$ cat src/rtl/dcs_pkg.sv
package dcs_pkg;

  typedef enum logic [1:0] {
    SQE_IDLE  = 2'd0,
    SQE_WAIT  = 2'd1,
    SQE_PULSE = 2'd2
  } sqe_state_e;

  // carrier: half duplex senses both directions, full duplex only receive
  function automatic logic sense_carrier(input logic fd, input logic tx, input logic rx);
    return fd ? rx : (tx | rx);
  endfunction

  // collision is only meaningful on a shared medium
  function automatic logic sense_collision(input logic fd, input logic tx, input logic rx);
    return !fd && tx && rx;
  endfunction

  // classic 10 Mb/s half duplex is the only mode with loopback and heartbeat
  function automatic logic is_shared10(input logic fd, input logic sp);
    return !fd && !sp;
  endfunction

endpackage

$ cat src/rtl/dcs_mode_track.sv
module dcs_mode_track (
  input  logic clk,
  input  logic rst_n,
  input  logic full_dup_i,
  input  logic spd100_i,
  output logic fd_q_o,
  output logic sp_q_o,
  output logic mode_chg_o
);

  logic fd_q, sp_q;

  always_ff @(posedge clk) begin
    if (!rst_n) begin
      fd_q <= 1'b0;
      sp_q <= 1'b0;
    end else begin
      fd_q <= full_dup_i;
      sp_q <= spd100_i;
    end
  end

  assign mode_chg_o = (full_dup_i != fd_q) || (spd100_i != sp_q);
  assign fd_q_o     = fd_q;
  assign sp_q_o     = sp_q;

endmodule

$ cat src/rtl/dcs_sense.sv
module dcs_sense
  import dcs_pkg::*;
(
  input  logic clk,
  input  logic rst_n,
  input  logic full_dup_i,
  input  logic spd100_i,
  input  logic mode_chg_i,
  input  logic fd_q_i,
  input  logic sp_q_i,
  input  logic tx_en_i,
  input  logic rx_act_i,
  output logic crs_q_o,
  output logic col_q_o,
  output logic lpbk_q_o
);

  logic crs_q, col_q, lpbk_q;

  always_ff @(posedge clk) begin
    if (!rst_n || mode_chg_i) begin
      crs_q  <= 1'b0;
      col_q  <= 1'b0;
      lpbk_q <= 1'b0;
    end else begin
      crs_q  <= sense_carrier(full_dup_i, tx_en_i, rx_act_i);
      col_q  <= sense_collision(full_dup_i, tx_en_i, rx_act_i);
      lpbk_q <= is_shared10(full_dup_i, spd100_i) && tx_en_i;
    end
  end

  assign crs_q_o  = crs_q;
  assign col_q_o  = col_q;
  assign lpbk_q_o = lpbk_q;

  // data-path collision never seen while full duplex is registered
  a_r3_fd_col_quiet: assert property (@(posedge clk) disable iff (!rst_n)
    fd_q_i |-> !col_q);

  // loopback only in 10 Mb/s half duplex
  a_r5_lpbk_gated: assert property (@(posedge clk) disable iff (!rst_n)
    (fd_q_i || sp_q_i) |-> !lpbk_q);

  // full duplex carrier ignores transmit
  a_r2_fd_tx_only: assert property (@(posedge clk) disable iff (!rst_n)
    (full_dup_i && !mode_chg_i && tx_en_i && !rx_act_i) |=> !crs_q);

endmodule

$ cat src/rtl/dcs_sqe_seq.sv
module dcs_sqe_seq
  import dcs_pkg::*;
#(
  parameter int SQE_DELAY = 4,
  parameter int SQE_WIDTH = 3
) (
  input  logic clk,
  input  logic rst_n,
  input  logic full_dup_i,
  input  logic spd100_i,
  input  logic mode_chg_i,
  input  logic fd_q_i,
  input  logic sp_q_i,
  input  logic tx_done_i,
  output logic sqe_req_o
);

  localparam int MAXC = (SQE_DELAY > SQE_WIDTH) ? SQE_DELAY : SQE_WIDTH;
  localparam int CW   = (MAXC > 1) ? $clog2(MAXC) : 1;

  sqe_state_e    state;
  logic [CW-1:0] cnt;
  logic          arm;
  logic          cnt_zero;

  // a strobe starts a heartbeat only in 10 Mb/s half duplex and when idle
  assign arm      = tx_done_i && is_shared10(full_dup_i, spd100_i) && (state == SQE_IDLE);
  assign cnt_zero = (cnt == '0);

  always_ff @(posedge clk) begin
    if (!rst_n || mode_chg_i) begin
      state <= SQE_IDLE;
      cnt   <= '0;
    end else begin
      unique case (state)
        SQE_IDLE: if (arm) begin
          state <= SQE_WAIT;
          cnt   <= CW'(SQE_DELAY - 1);
        end
        SQE_WAIT: if (cnt_zero) begin
          state <= SQE_PULSE;
          cnt   <= CW'(SQE_WIDTH - 1);
        end else begin
          cnt <= cnt - 1'b1;
        end
        SQE_PULSE: if (cnt_zero) begin
          state <= SQE_IDLE;
        end else begin
          cnt <= cnt - 1'b1;
        end
        default: state <= SQE_IDLE;
      endcase
    end
  end

  assign sqe_req_o = (state == SQE_PULSE);

  // no heartbeat in full duplex or at 100 Mb/s
  a_r7_sqe_mode_gated: assert property (@(posedge clk) disable iff (!rst_n)
    (fd_q_i || sp_q_i) |-> (state == SQE_IDLE));

  // a pulse is always preceded by the wait phase
  a_r6_pulse_after_wait: assert property (@(posedge clk) disable iff (!rst_n)
    $rose(sqe_req_o) |-> $past(state == SQE_WAIT));

  // a strobe during an active sequence does not return to the wait start
  a_r8_no_restart: assert property (@(posedge clk) disable iff (!rst_n)
    (state == SQE_PULSE && !mode_chg_i && !cnt_zero) |=> (state == SQE_PULSE));

endmodule

$ cat src/rtl/duplex_carrier_sense.sv
module duplex_carrier_sense #(
  parameter int SQE_DELAY = 4,
  parameter int SQE_WIDTH = 3
) (
  input  logic clk,
  input  logic rst_n,
  input  logic full_dup_i,
  input  logic spd100_i,
  input  logic tx_en_i,
  input  logic rx_act_i,
  input  logic tx_done_i,
  output logic crs_o,
  output logic col_o,
  output logic lpbk_en_o,
  output logic sqe_req_o
);

  logic fd_q, sp_q, mode_chg;
  logic crs_q, col_q, lpbk_q, sqe_pulse;

  dcs_mode_track u_mode (
    .clk        (clk),
    .rst_n      (rst_n),
    .full_dup_i (full_dup_i),
    .spd100_i   (spd100_i),
    .fd_q_o     (fd_q),
    .sp_q_o     (sp_q),
    .mode_chg_o (mode_chg)
  );

  dcs_sense u_sense (
    .clk        (clk),
    .rst_n      (rst_n),
    .full_dup_i (full_dup_i),
    .spd100_i   (spd100_i),
    .mode_chg_i (mode_chg),
    .fd_q_i     (fd_q),
    .sp_q_i     (sp_q),
    .tx_en_i    (tx_en_i),
    .rx_act_i   (rx_act_i),
    .crs_q_o    (crs_q),
    .col_q_o    (col_q),
    .lpbk_q_o   (lpbk_q)
  );

  dcs_sqe_seq #(
    .SQE_DELAY (SQE_DELAY),
    .SQE_WIDTH (SQE_WIDTH)
  ) u_sqe (
    .clk        (clk),
    .rst_n      (rst_n),
    .full_dup_i (full_dup_i),
    .spd100_i   (spd100_i),
    .mode_chg_i (mode_chg),
    .fd_q_i     (fd_q),
    .sp_q_i     (sp_q),
    .tx_done_i  (tx_done_i),
    .sqe_req_o  (sqe_pulse)
  );

  assign crs_o     = crs_q;
  assign col_o     = col_q | sqe_pulse;
  assign lpbk_en_o = lpbk_q;
  assign sqe_req_o = sqe_pulse;

  // collision pin quiet in full duplex, heartbeat included
  a_r3_col_pin_quiet: assert property (@(posedge clk) disable iff (!rst_n)
    fd_q |-> !col_o);

  // a mode switch flushes every output
  a_r9_mode_flush: assert property (@(posedge clk) disable iff (!rst_n)
    mode_chg |=> (!crs_o && !col_o && !lpbk_en_o && !sqe_req_o));

  // heartbeat request is always visible as a collision
  a_r6_sqe_on_col: assert property (@(posedge clk) disable iff (!rst_n)
    sqe_req_o |-> col_o);

endmodule

$ cat config.mk
export PLATFORM = sky130hd
export DESIGN_NAME = duplex_carrier_sense
export DESIGN_NICKNAME = d
export VERILOG_FILES = /design/src/rtl/dcs_pkg.sv /design/src/rtl/dcs_mode_track.sv /design/src/rtl/dcs_sense.sv /design/src/rtl/dcs_sqe_seq.sv /design/src/rtl/duplex_carrier_sense.sv
export SDC_FILE = /design/constraint.sdc
export NUM_CORES = 1
export LEC_CHECK = 0
export CAP_MARGIN = 5
export CORE_MARGIN = 3
export CORE_UTILIZATION = 30
export DETAILED_ROUTE_END_ITERATION = 8
export PLACE_DENSITY = 0.64
export REMOVE_ABC_BUFFERS = 1
export SYNTH_ARGS = -nofsm -noshare
export SYNTH_HDL_FRONTEND = slang
export SYNTH_SLANG_ARGS = --single-unit
$ cat constraint.sdc
create_clock -name clk -period 1.3 [get_ports clk]
set_input_delay 0.26 -clock clk [delete_from_list [all_inputs] [get_ports clk]]
set_output_delay 0.26 -clock clk [all_outputs]
set_load 0.1 [all_outputs]
==> out/results.ini <==
[placed_design]
gp_congestion = 0.804
preCtsSetupSlack_ps = -310
io_buffers = 10
placed_area_um2 = 812
dp_cells = 102
place_hpwl_um = 889

[power]
vdd_drop_max_uv = 654
p_per_area_mw_per_mm2 = 657
leakagePower_uw = 0.000409

[synthesis]
syn_inst = 54
ys_seq_area_share_pct = 33.6
synth_cell_type_count = 26
async_reset_ff_share_pct = 0
yosys.area_share.simple_pct = 19.8
ys_ff_latch = 9
ys_warn_count = 0
synth-xor-area-share_pct = 3.26
synth_edf_count = 0
synth_top_family_by_area = simple AND/OR/NAND/NOR gates
synth_compound_area_share_pct = 18.6
avgSynthCellArea_um2 = 9.94
synth_adder_area_share_pct = 18.6
synth-main-ff-cell = dfxtp_1
muxShareOfSynthArea_pct = 1.86
syn_area_um2 = 537

[clocking]
worstSkewPairLatency_ps = 260
cts_tree = yes
root_buffer = clkbuf_4
hold_buffers = 0
htree_num_levels = 1
clock_sinks = 9
clock_path_buffers = 2
clk_pin_slew_worst_paths_ps = 60
numCtsBuffers = 3

[floorplanning]
top_level_ports = 11
start_util_pct = 33.7
die_x_um = 48.3
die-area_mm2 = 0.00233
rows = 14
die_h_um = 48.3
core_area_mm2 = 0.00159

[detailed_routing]
viasPerCell = 4.44
first_iter_violations = 5
ant_nets = 0
drc = 0
vias = 488
firstDrtPassIters = 4
wl_per_cell_um = 11.5
routed_wl_mm = 1.26

[sta]
finalCriticalPeriod_ps = 1470
grt_setup_unrepaired = yes
setup_tns_ps = -702
timing.fmax_ghz = 0.679
drv_slew = 0
finalHoldViolCount = 0
setup_violations = 6
hold_slack_ps = 403
finalCritPeriodShare_pct = 113
fin_ws_ps = -172
finClkSkew_ps = 4.11
tightest_slew_ps = 282
slew_headroom_pct = 81.1

[final_layout]
areaGrowthSynthToFinish_pct = 82.8
layoutNonFillerInstCount = 110
drive_above_1_share_pct = 55.8
final_area_um2 = 981
fin_nets = 102
antenna-diode-count = 0

[setup_path]
cp-start-kind = flop
crit_type = flop to output pin
worstPathRequired_ps = 1040
critPathCaptureType = output pin
crit_fanout = 5
worstPathArrival_ps = 1210

[grt]
overflow = 0
grt_max_degree = 7
grt_usage_pct = 12.5
antenna_found_initial = 0
grt_pass1_wl_mm = 2.25
grt_pass1_vias = 535

[flow_run]
max_cap_violations = 0

[hold_path]
min_path_type = primary input to flop

[run_status]
violations = setup timing
run_status = finished, violations left

-- kinds of logic (layout without fill, tap and decap cells) --
group | Yosys count | count (layout)
and+or+nand+nor | 16 | 16
AOI/OAI and AO/OA | 12 | 12
DFF | 9 | 9
adders and majority gates | 8 | 8
buffers and inverters | 6 | 38
xor gates and xnor gates | 2 | 2
muxes | 1 | 1
-- sequential cells by signal, summed over array words and instances, names as in the netlist --
register	count
u_sqe.cnt	2
u_sqe.state	2
u_mode.fd_q_o	1
u_mode.sp_q_o	1
u_sense.col_q_o	1
u_sense.crs_q_o	1
u_sense.lpbk_q_o	1
-- cells in the final DEF, fill, tap and decap left out, types with 3 or more instances in the layout --
| master | instances |
|---|---|
| ha_1 | 4 |
| buf_12 | 4 |
| buf_6 | 4 |
| ha_4 | 3 |
| dfxtp_1 | 7 |
| inv_1 | 3 |
| buf_4 | 14 |
| clkbuf_4 | 3 |
| clkdlybuf4s50_1 | 5 |
-- metrics by stage --
| step | utilization [%] | total power [uW] |
|---|---|---|
| finish | 61.5 | 645 |
| global route | 61.5 | 687 |
| CTS | 59.7 | 644 |
| detailed placement | 50.9 | 415 |
| global placement | 50.9 | 413 |
| floorplan | - | 352 |
-- report_power, final --
part	internal [uW]	total (uW)	switching [uW]	leakage, uW
Clock	118	217	98.4	0.0000150
Combinational	75.0	141	66.0	0.000319
Sequential	281	287	5.34	0.0000746
-- critical path: stages, from the launching register on --
cell     delay, ps
dfxtp_4        380
ha_4           170
or2_4          230
buf_12         160
-- Yosys cell counts (2+ instances only) --
library cell / n / area share (%)
nor3_1: 2 / 1.9
or2_2: 2 / 2.3
nand2_1: 2 / 1.4
dfxtp_1: 9 / 34
inv_1: 6 / 4.2
nand2b_1: 2 / 2.3
a21oi_1: 3 / 2.8
ha_1: 8 / 19
nand4_1: 2 / 2.3
xnor2_1: 2 / 3.3
-- path summary, 6_finish.rpt --
check                       from        endpoint  slack [ps]  depth (start not counted)
setup / recovery  u_sqe.state[1]           col_o        -170                          3
hold / removal        full_dup_i   u_mode.fd_q_o         400                          2
setup reg to reg  u_sqe.state[0]  u_sqe.state[0]        -110                          8
hold reg to reg     u_sqe.cnt[1]    u_sqe.cnt[1]         580                          3
-- layout make-up --
type                       instances  area (um2)
clock buffer                       4        26.3
fill                             132         613
inverter                           6        27.5
multi-input combinational         39         419
sequential                         9         185
tap                               24        30.0
timing repair buffer              28         293
-- routing by layer --
| layer | global-route usage (%) | vias to the layer above | part of all wire [%] |
|---|---|---|---|
| li1 | - | 260 | - |
| met1 | 14.7 | 217 | 46 |
| met2 | 19.5 | 9 | 49 |
| met3 | 3.68 | 2 | 4.2 |
| met4 | 8.53 | 0 | 1.0 |
| met5 | 0 | - | 0 |
-- what timing repair did --
action | CTS | global route
resized for setup | 23 | 7
setup buffers | 4 | 1
setup endpoints to repair | 6 | 8
pin swaps | 9 | 2
(Power assumes the default switching activity.)
